[src/rtl/fsls_cr_pkg.sv]
package fsls_cr_pkg;

  // Status from the datapath to the control
  typedef struct packed {
    logic edgeSeen;   // synchronised data changed this cycle
    logic atCentre;   // phase counter at the sampling point
    logic bothLow;    // synchronised D+ and D- both low
  } dpStatT;

  // Strobes from the control to the datapath
  typedef struct packed {
    logic reload;     // restart the phase counter
    logic capture;    // take the current line level as a bit
  } ctlCmdT;

endpackage

[src/rtl/fsls_cr_datapath.sv]
module fsls_cr_datapath
  import fsls_cr_pkg::*;
#(
  parameter int FS_PERIOD   = 4,
  parameter int LS_PERIOD   = 32,
  parameter int SYNC_STAGES = 2
) (
  input  logic   clk,
  input  logic   rstN,
  input  logic   lowSpeed,
  input  logic   rxData,
  input  logic   linePos,
  input  logic   lineNeg,
  input  ctlCmdT cmd,
  output dpStatT stat,
  output logic   bitData
);

  localparam int PH_W = $clog2(LS_PERIOD);
  localparam logic [PH_W-1:0] FS_LAST = PH_W'(FS_PERIOD - 1);
  localparam logic [PH_W-1:0] LS_LAST = PH_W'(LS_PERIOD - 1);
  localparam logic [PH_W-1:0] FS_MID  = PH_W'(FS_PERIOD / 2 - 1);
  localparam logic [PH_W-1:0] LS_MID  = PH_W'(LS_PERIOD / 2 - 1);

  // Synchroniser chains: index 0 = line, 1 = D+, 2 = D-
  logic [2:0] rawIn;
  logic [2:0] syncOut;
  assign rawIn = {lineNeg, linePos, rxData};

  for (genvar g = 0; g < 3; g++) begin : gSync
    logic [SYNC_STAGES-1:0] chain;
    always_ff @(posedge clk or negedge rstN) begin
      if (!rstN) chain <= '0;
      else       chain <= {chain[SYNC_STAGES-2:0], rawIn[g]};
    end
    assign syncOut[g] = chain[SYNC_STAGES-1];
  end

  logic rxPrev;
  logic [PH_W-1:0] phase;
  logic [PH_W-1:0] periodLast;
  logic [PH_W-1:0] centre;

  assign periodLast = lowSpeed ? LS_LAST : FS_LAST;
  assign centre     = lowSpeed ? LS_MID  : FS_MID;

  always_ff @(posedge clk or negedge rstN) begin
    if (!rstN) begin
      rxPrev  <= 1'b0;
      phase   <= '0;
      bitData <= 1'b0;
    end else begin
      rxPrev <= syncOut[0];
      if (cmd.reload || phase == periodLast) phase <= '0;
      else                                   phase <= phase + 1'b1;
      if (cmd.capture) bitData <= syncOut[0];
    end
  end

  assign stat.edgeSeen = syncOut[0] != rxPrev;
  assign stat.atCentre = phase == centre;
  assign stat.bothLow  = !syncOut[1] && !syncOut[2];

endmodule

[src/rtl/fsls_cr_control.sv]
module fsls_cr_control
  import fsls_cr_pkg::*;
#(
  parameter int FS_PERIOD = 4,
  parameter int LS_PERIOD = 32
) (
  input  logic   clk,
  input  logic   rstN,
  input  logic   lowSpeed,
  input  dpStatT stat,
  output ctlCmdT cmd,
  output logic   bitValid,
  output logic   se0
);

  localparam int CNT_W = $clog2(LS_PERIOD);
  localparam logic [CNT_W-1:0] FS_LAST = CNT_W'(FS_PERIOD - 1);
  localparam logic [CNT_W-1:0] LS_LAST = CNT_W'(LS_PERIOD - 1);

  logic             speedQ;
  logic [CNT_W-1:0] lowCnt;
  logic [CNT_W-1:0] lowLimit;
  logic             se0Next;

  assign lowLimit = lowSpeed ? LS_LAST : FS_LAST;
  assign se0Next  = stat.bothLow && (se0 || lowCnt >= lowLimit);

  assign cmd.reload  = stat.edgeSeen || (lowSpeed != speedQ);
  assign cmd.capture = stat.atCentre && !cmd.reload && !se0Next;

  always_ff @(posedge clk or negedge rstN) begin
    if (!rstN) begin
      speedQ   <= 1'b0;
      lowCnt   <= '0;
      se0      <= 1'b0;
      bitValid <= 1'b0;
    end else begin
      speedQ   <= lowSpeed;
      se0      <= se0Next;
      bitValid <= cmd.capture;
      if (!stat.bothLow)        lowCnt <= '0;
      else if (lowCnt < LS_LAST) lowCnt <= lowCnt + 1'b1;
    end
  end

endmodule

[src/rtl/fsls_clock_recovery.sv]
module fsls_clock_recovery
  import fsls_cr_pkg::*;
#(
  parameter int FS_PERIOD   = 4,
  parameter int LS_PERIOD   = 32,
  parameter int SYNC_STAGES = 2
) (
  input  logic clk,
  input  logic rstN,
  input  logic lowSpeed,
  input  logic rxData,
  input  logic linePos,
  input  logic lineNeg,
  output logic bitData,
  output logic bitValid,
  output logic se0
);

  dpStatT stat;
  ctlCmdT cmd;

  fsls_cr_datapath #(
    .FS_PERIOD(FS_PERIOD), .LS_PERIOD(LS_PERIOD), .SYNC_STAGES(SYNC_STAGES)
  ) dpI (
    .clk(clk), .rstN(rstN), .lowSpeed(lowSpeed), .rxData(rxData),
    .linePos(linePos), .lineNeg(lineNeg), .cmd(cmd), .stat(stat),
    .bitData(bitData)
  );

  fsls_cr_control #(
    .FS_PERIOD(FS_PERIOD), .LS_PERIOD(LS_PERIOD)
  ) ctlI (
    .clk(clk), .rstN(rstN), .lowSpeed(lowSpeed), .stat(stat), .cmd(cmd),
    .bitValid(bitValid), .se0(se0)
  );

endmodule

[config.mk]
export PLATFORM = sky130hd
export DESIGN_NAME = fsls_clock_recovery
export DESIGN_NICKNAME = d
export VERILOG_FILES = /design/src/rtl/fsls_cr_pkg.sv /design/src/rtl/fsls_cr_datapath.sv /design/src/rtl/fsls_cr_control.sv /design/src/rtl/fsls_clock_recovery.sv
export SDC_FILE = /design/constraint.sdc
export NUM_CORES = 1
export LEC_CHECK = 0
export ABC_AREA = 1
export CAP_MARGIN = 15
export CORE_MARGIN = 1
export CORE_UTILIZATION = 61
export DETAILED_ROUTE_END_ITERATION = 8
export DONT_BUFFER_PORTS = 1
export MAX_ROUTING_LAYER = met4
export PLACE_DENSITY_LB_ADDON = 0.3
export SLEW_MARGIN = 25
export SYNTH_ARGS = -nofsm -noshare
export SYNTH_HDL_FRONTEND = slang
export SYNTH_HIERARCHICAL = 1
export SYNTH_SLANG_ARGS = --single-unit
[constraint.sdc]
create_clock -name clk -period 3.4 [get_ports clk]
set_input_delay 1.02 -clock clk [delete_from_list [all_inputs] [get_ports clk]]
set_output_delay 1.02 -clock clk [all_outputs]
set_load 0.01 [all_outputs]
==> summary by stage <==
Worst hold path
The endpoint of the worst hold path is dpI/gSync[2].chain[1]$_DFF_PN0_. The worst hold path belongs to the class flip-flop to flip-flop. The startpoint of the tightest hold check path is dpI/gSync[2].chain[0]$_DFF_PN0_. Counting instances, the worst hold path has a depth of 0.

Setup path
The required time reported for the critical path endpoint is about 3.6 ns. The worst register-to-register path begins at ctlI/lowCnt[4]$_DFFE_PN0P_. The longest individual stage delay on the worst path is roughly 0.35 ns. The setup check on the worst reg-to-reg path leaves a slack of around 1.7 ns.

The kind of cell with the highest combined delay along the critical path is multiplexers. Together, buffers and inverters on the worst path number 1. STA classifies the critical path endpoint as a flip-flop. On the critical path, the stage with the largest delay is an instance of sky130_fd_sc_hd__mux2_2. The worst setup path is of the input pin to flip-flop kind.

The critical register-to-register path endpoint is dpI/bitData$_DFFE_PN0P_. The critical path goes through inv_1, ha_1, nand2_1, nor2_1, nor2_1, nand2_1, a21oi_1, mux2_2. The worst register-to-register path has a depth of 7. The type of origin of the critical path is an input pin. The maximum fanout count along the critical path is 6.

The arrival time of data at the critical path endpoint is approximately 2.2 ns.

Clocking
The master cell of the clock root buffer is sky130_fd_sc_hd__clkbuf_4. The TritonCTS clock tree is done. The clock transition at the register clock pins on the worst setup and hold paths after CTS is about 0.1 ns.

In this run the number of H-tree levels came out at 1. Buffers inserted during clock tree synthesis total 3. The total of cells resized after clock tree synthesis is 0.

The number of clock sinks seen by CTS is 21. In this run the post-CTS setup repair buffer count came out at 0. For this design, the CTS-stage hold fixing added 0 buffers. The longest clock path from root to sink contains 2 buffers. For the worst-skew pair, the clock arrives at the later sink with an insertion delay of just under 0.3 ns.

Route
Using the TritonRoute via totals, the vias-per-cell ratio works out to roughly 5.3. After detailed routing, the average wire length per cell comes to about 12 µm. The aggregate routed wire length is 1370 µm. The DRC marker count from the first detailed-route iteration is 22.

The antenna violation net count after detailed routing is 0. The via total after detailed routing is 632. In the routed design, unresolved DRC markers number 0. The number of iterations in the first detailed-routing pass is 4.

Synth
For this run, the number of Yosys warnings is 6. Counting every instance in the synthesized netlist gives 100. Of the post-synthesis cell area, the part taken by muxes is 1.21%.

The share of the synthesized area in the top cell type is 56.3%. The number of different library cells used by synthesis comes to 18. The synthesized netlist devotes about a quarter of its cell area to simple gates.

The number of enable flip-flop cells after synthesis is 0. The post-synthesis instance area is about 930 µm². The synthesized-area fraction occupied by ao, oa, aoi and oai cells is roughly 2.4%. The average instance area after synthesis is roughly 9.3 µm². The async set or reset register ratio after synthesis is between 90% and 100%. The sequential-to-total area share from yosys stat is a little under three fifths. By area the synthesized netlist is led by sky130_fd_sc_hd__dfrtp_1 56%, sky130_fd_sc_hd__nand2_1 8.8%, sky130_fd_sc_hd__ha_1 6.7%. The fraction of synthesized cell area in xor and xnor cells is between 4 and 5%.

The most instantiated flip-flop cell in the synthesis netlist is sky130_fd_sc_hd__dfrtp_1. The library cell occupying the most area in the post-synthesis netlist is sky130_fd_sc_hd__dfrtp_1. The synthesized flop and latch total is 21. The adder-cell share of the synthesized area is roughly 6.7%. By area, the combinational part of the netlist is dominated by simple AND/OR/NAND/NOR gates. The net count after synthesis is 111.

Timing
Setup repair after global routing left no endpoint under its margin. The max-slew headroom at the worst pin is about two thirds. Setup violations remaining at the end of the flow were counted as 0.

For the finished layout, the period the worst path requires is 2.06 ns. Across all hold checks on the routed design, the worst slack comes to 0.366 ns. Across the routed clock network, the largest skew measured is around 0.0016 ns. The period utilization is ~60%.

The pin slew with the least headroom to its limit is 0.497 ns. The final-report max-slew violation count is 0. The hold violation total from the final report is 0. The final-layout setup total negative slack is 0 ns. Based on the critical path, the design can be clocked at up to 486 MHz.

Layout
The fraction of layout cells with a size suffix above 1 is 8.65%. The area growth from synthesis to layout is 4.83%. The total number of nets in the final design is around 120. The number of fill cells in the layout is between 100 and 150. The most common cell after layout, fill and taps aside is sky130_fd_sc_hd__nand2_1. The repair_antennas step left the layout with diodes totalling 0. The top cell types in the final layout, fill and taps aside, are 22 x sky130_fd_sc_hd__nand2_1, 21 x sky130_fd_sc_hd__dfrtp_1, 15 x sky130_fd_sc_hd__nor2_1, 12 x sky130_fd_sc_hd__inv_1, 8 x sky130_fd_sc_hd__nand3_1.

Floorplan
The floorplan die area is 1690 µm². The die is ~41 µm wide. In this run the count of I/O pins placed on the die edge is 9. The area of the core region is between 1000 and 1500 µm². The floorplan die height is about 41 µm. The floorplan has 13 rows. The initial utilization of the core area, before any placement, comes to approximately two thirds.

Pwr
The peak supply drop is between 0.0003 and 0.0004 V. Dividing total power by cell area gives a power density of between 400 and 500 nW/µm². The static leakage power is ~0.52 nW.

Global routing
The initial antenna violation count is 0. Global routing used between 20% and 30% of the available tracks. The pin count of the biggest net entering global routing is 22.

The number of global-route vias before repair came to 528. The global-route wire length before repair is about 2100 µm. Summed over all layers, the global routing overflow is 0.

Placed design
The weighted congestion reported at the end of routability-driven placement is 0.746. The count of buffers added on input and output ports is 0. The half-perimeter wire length after detailed placement is ~1100 µm.

Run status
The run finished with clean final reports.

Run
The tool flagged a number of max-cap violations equal to 0.
-- synthesized netlist by cell type, types with 2 or more instances --
master,count
sky130_fd_sc_hd__ha_1,5
sky130_fd_sc_hd__nand3_1,8
sky130_fd_sc_hd__nand2_2,2
sky130_fd_sc_hd__nor2_1,15
sky130_fd_sc_hd__nand2_1,22
sky130_fd_sc_hd__a21oi_1,2
sky130_fd_sc_hd__dfrtp_1,21
sky130_fd_sc_hd__inv_1,12
sky130_fd_sc_hd__xor2_1,3
sky130_fd_sc_hd__xnor2_1,2
-- logic make-up after synthesis --
logic type,after synthesis
adder cells (fa/ha/maj),5
buffers and inverters,13
flip-flops,21
XOR/XNOR,5
AO/OA/AOI/OAI,4
multiplexers,1
AND/OR/NAND/NOR,51
-- state kept, by name, indices dropped and copies added, names as in the netlist --
name	count
dpI/gSync.chain	6
ctlI/lowCnt	5
dpI/phase	5
ctlI/bitValid	1
ctlI/se0	1
ctlI/speedQ	1
dpI/bitData	1
dpI/rxPrev	1
-- power by group --
group          leakage [nW]  switching (mW)  total [mW]  internal, mW
sequential            0.271         0.00972       0.272         0.262
combinational         0.233          0.0137      0.0245        0.0108
clock                0.0150          0.0682       0.114        0.0456
total                 0.520          0.0916       0.410         0.318
-- metal layers --
layer	part of all wire, %	GRT usage, %	up-vias
met5	0	-	-
met4	0	7.26	0
met3	2.6	5.43	0
met2	47	29.7	9
met1	51	27.0	301
li1	-	-	322
-- worst max path at each step --
stage          depth (start not counted)  startpoint                       to
2_1_floorplan                          8    lowSpeed  dpI/bitData$_DFFE_PN0P_
3_3_place_gp                           8    lowSpeed  dpI/bitData$_DFFE_PN0P_
3_5_place_dp                           8    lowSpeed  dpI/bitData$_DFFE_PN0P_
4_1_cts                                8    lowSpeed  dpI/bitData$_DFFE_PN0P_
5_1_grt                                8    lowSpeed  dpI/bitData$_DFFE_PN0P_
6_report                               8    lowSpeed  dpI/bitData$_DFFE_PN0P_
-- layout make-up --
cell class | instances | area (µm²) | area share [%]
inverter | 13 | 48.8 | 4.99
tap | 15 | 18.8 | 1.92
clock buffer | 4 | 26.3 | 2.69
sequential | 21 | 526 | 53.7
multi-input combinational | 66 | 359 | 36.7
-- stage by stage --
step / util (%) / area, µm² / power [mW] / setup WS (ns) / std cells
after detailed placement: 69.7 / 952 / 0.301 / 1.01 / 115
after floorplan: - / 933 / 0.296 / 1.12 / 100
after CTS: 71.6 / 978 / 0.415 / 1.35 / 119
final: 71.6 / 978 / 0.410 / 1.34 / 119
after global placement: 69.7 / 952 / 0.299 / 1.07 / 115
after global routing: 71.6 / 978 / 0.430 / 1.23 / 119
No activity file was read; power rests on OpenSTA's default activity.
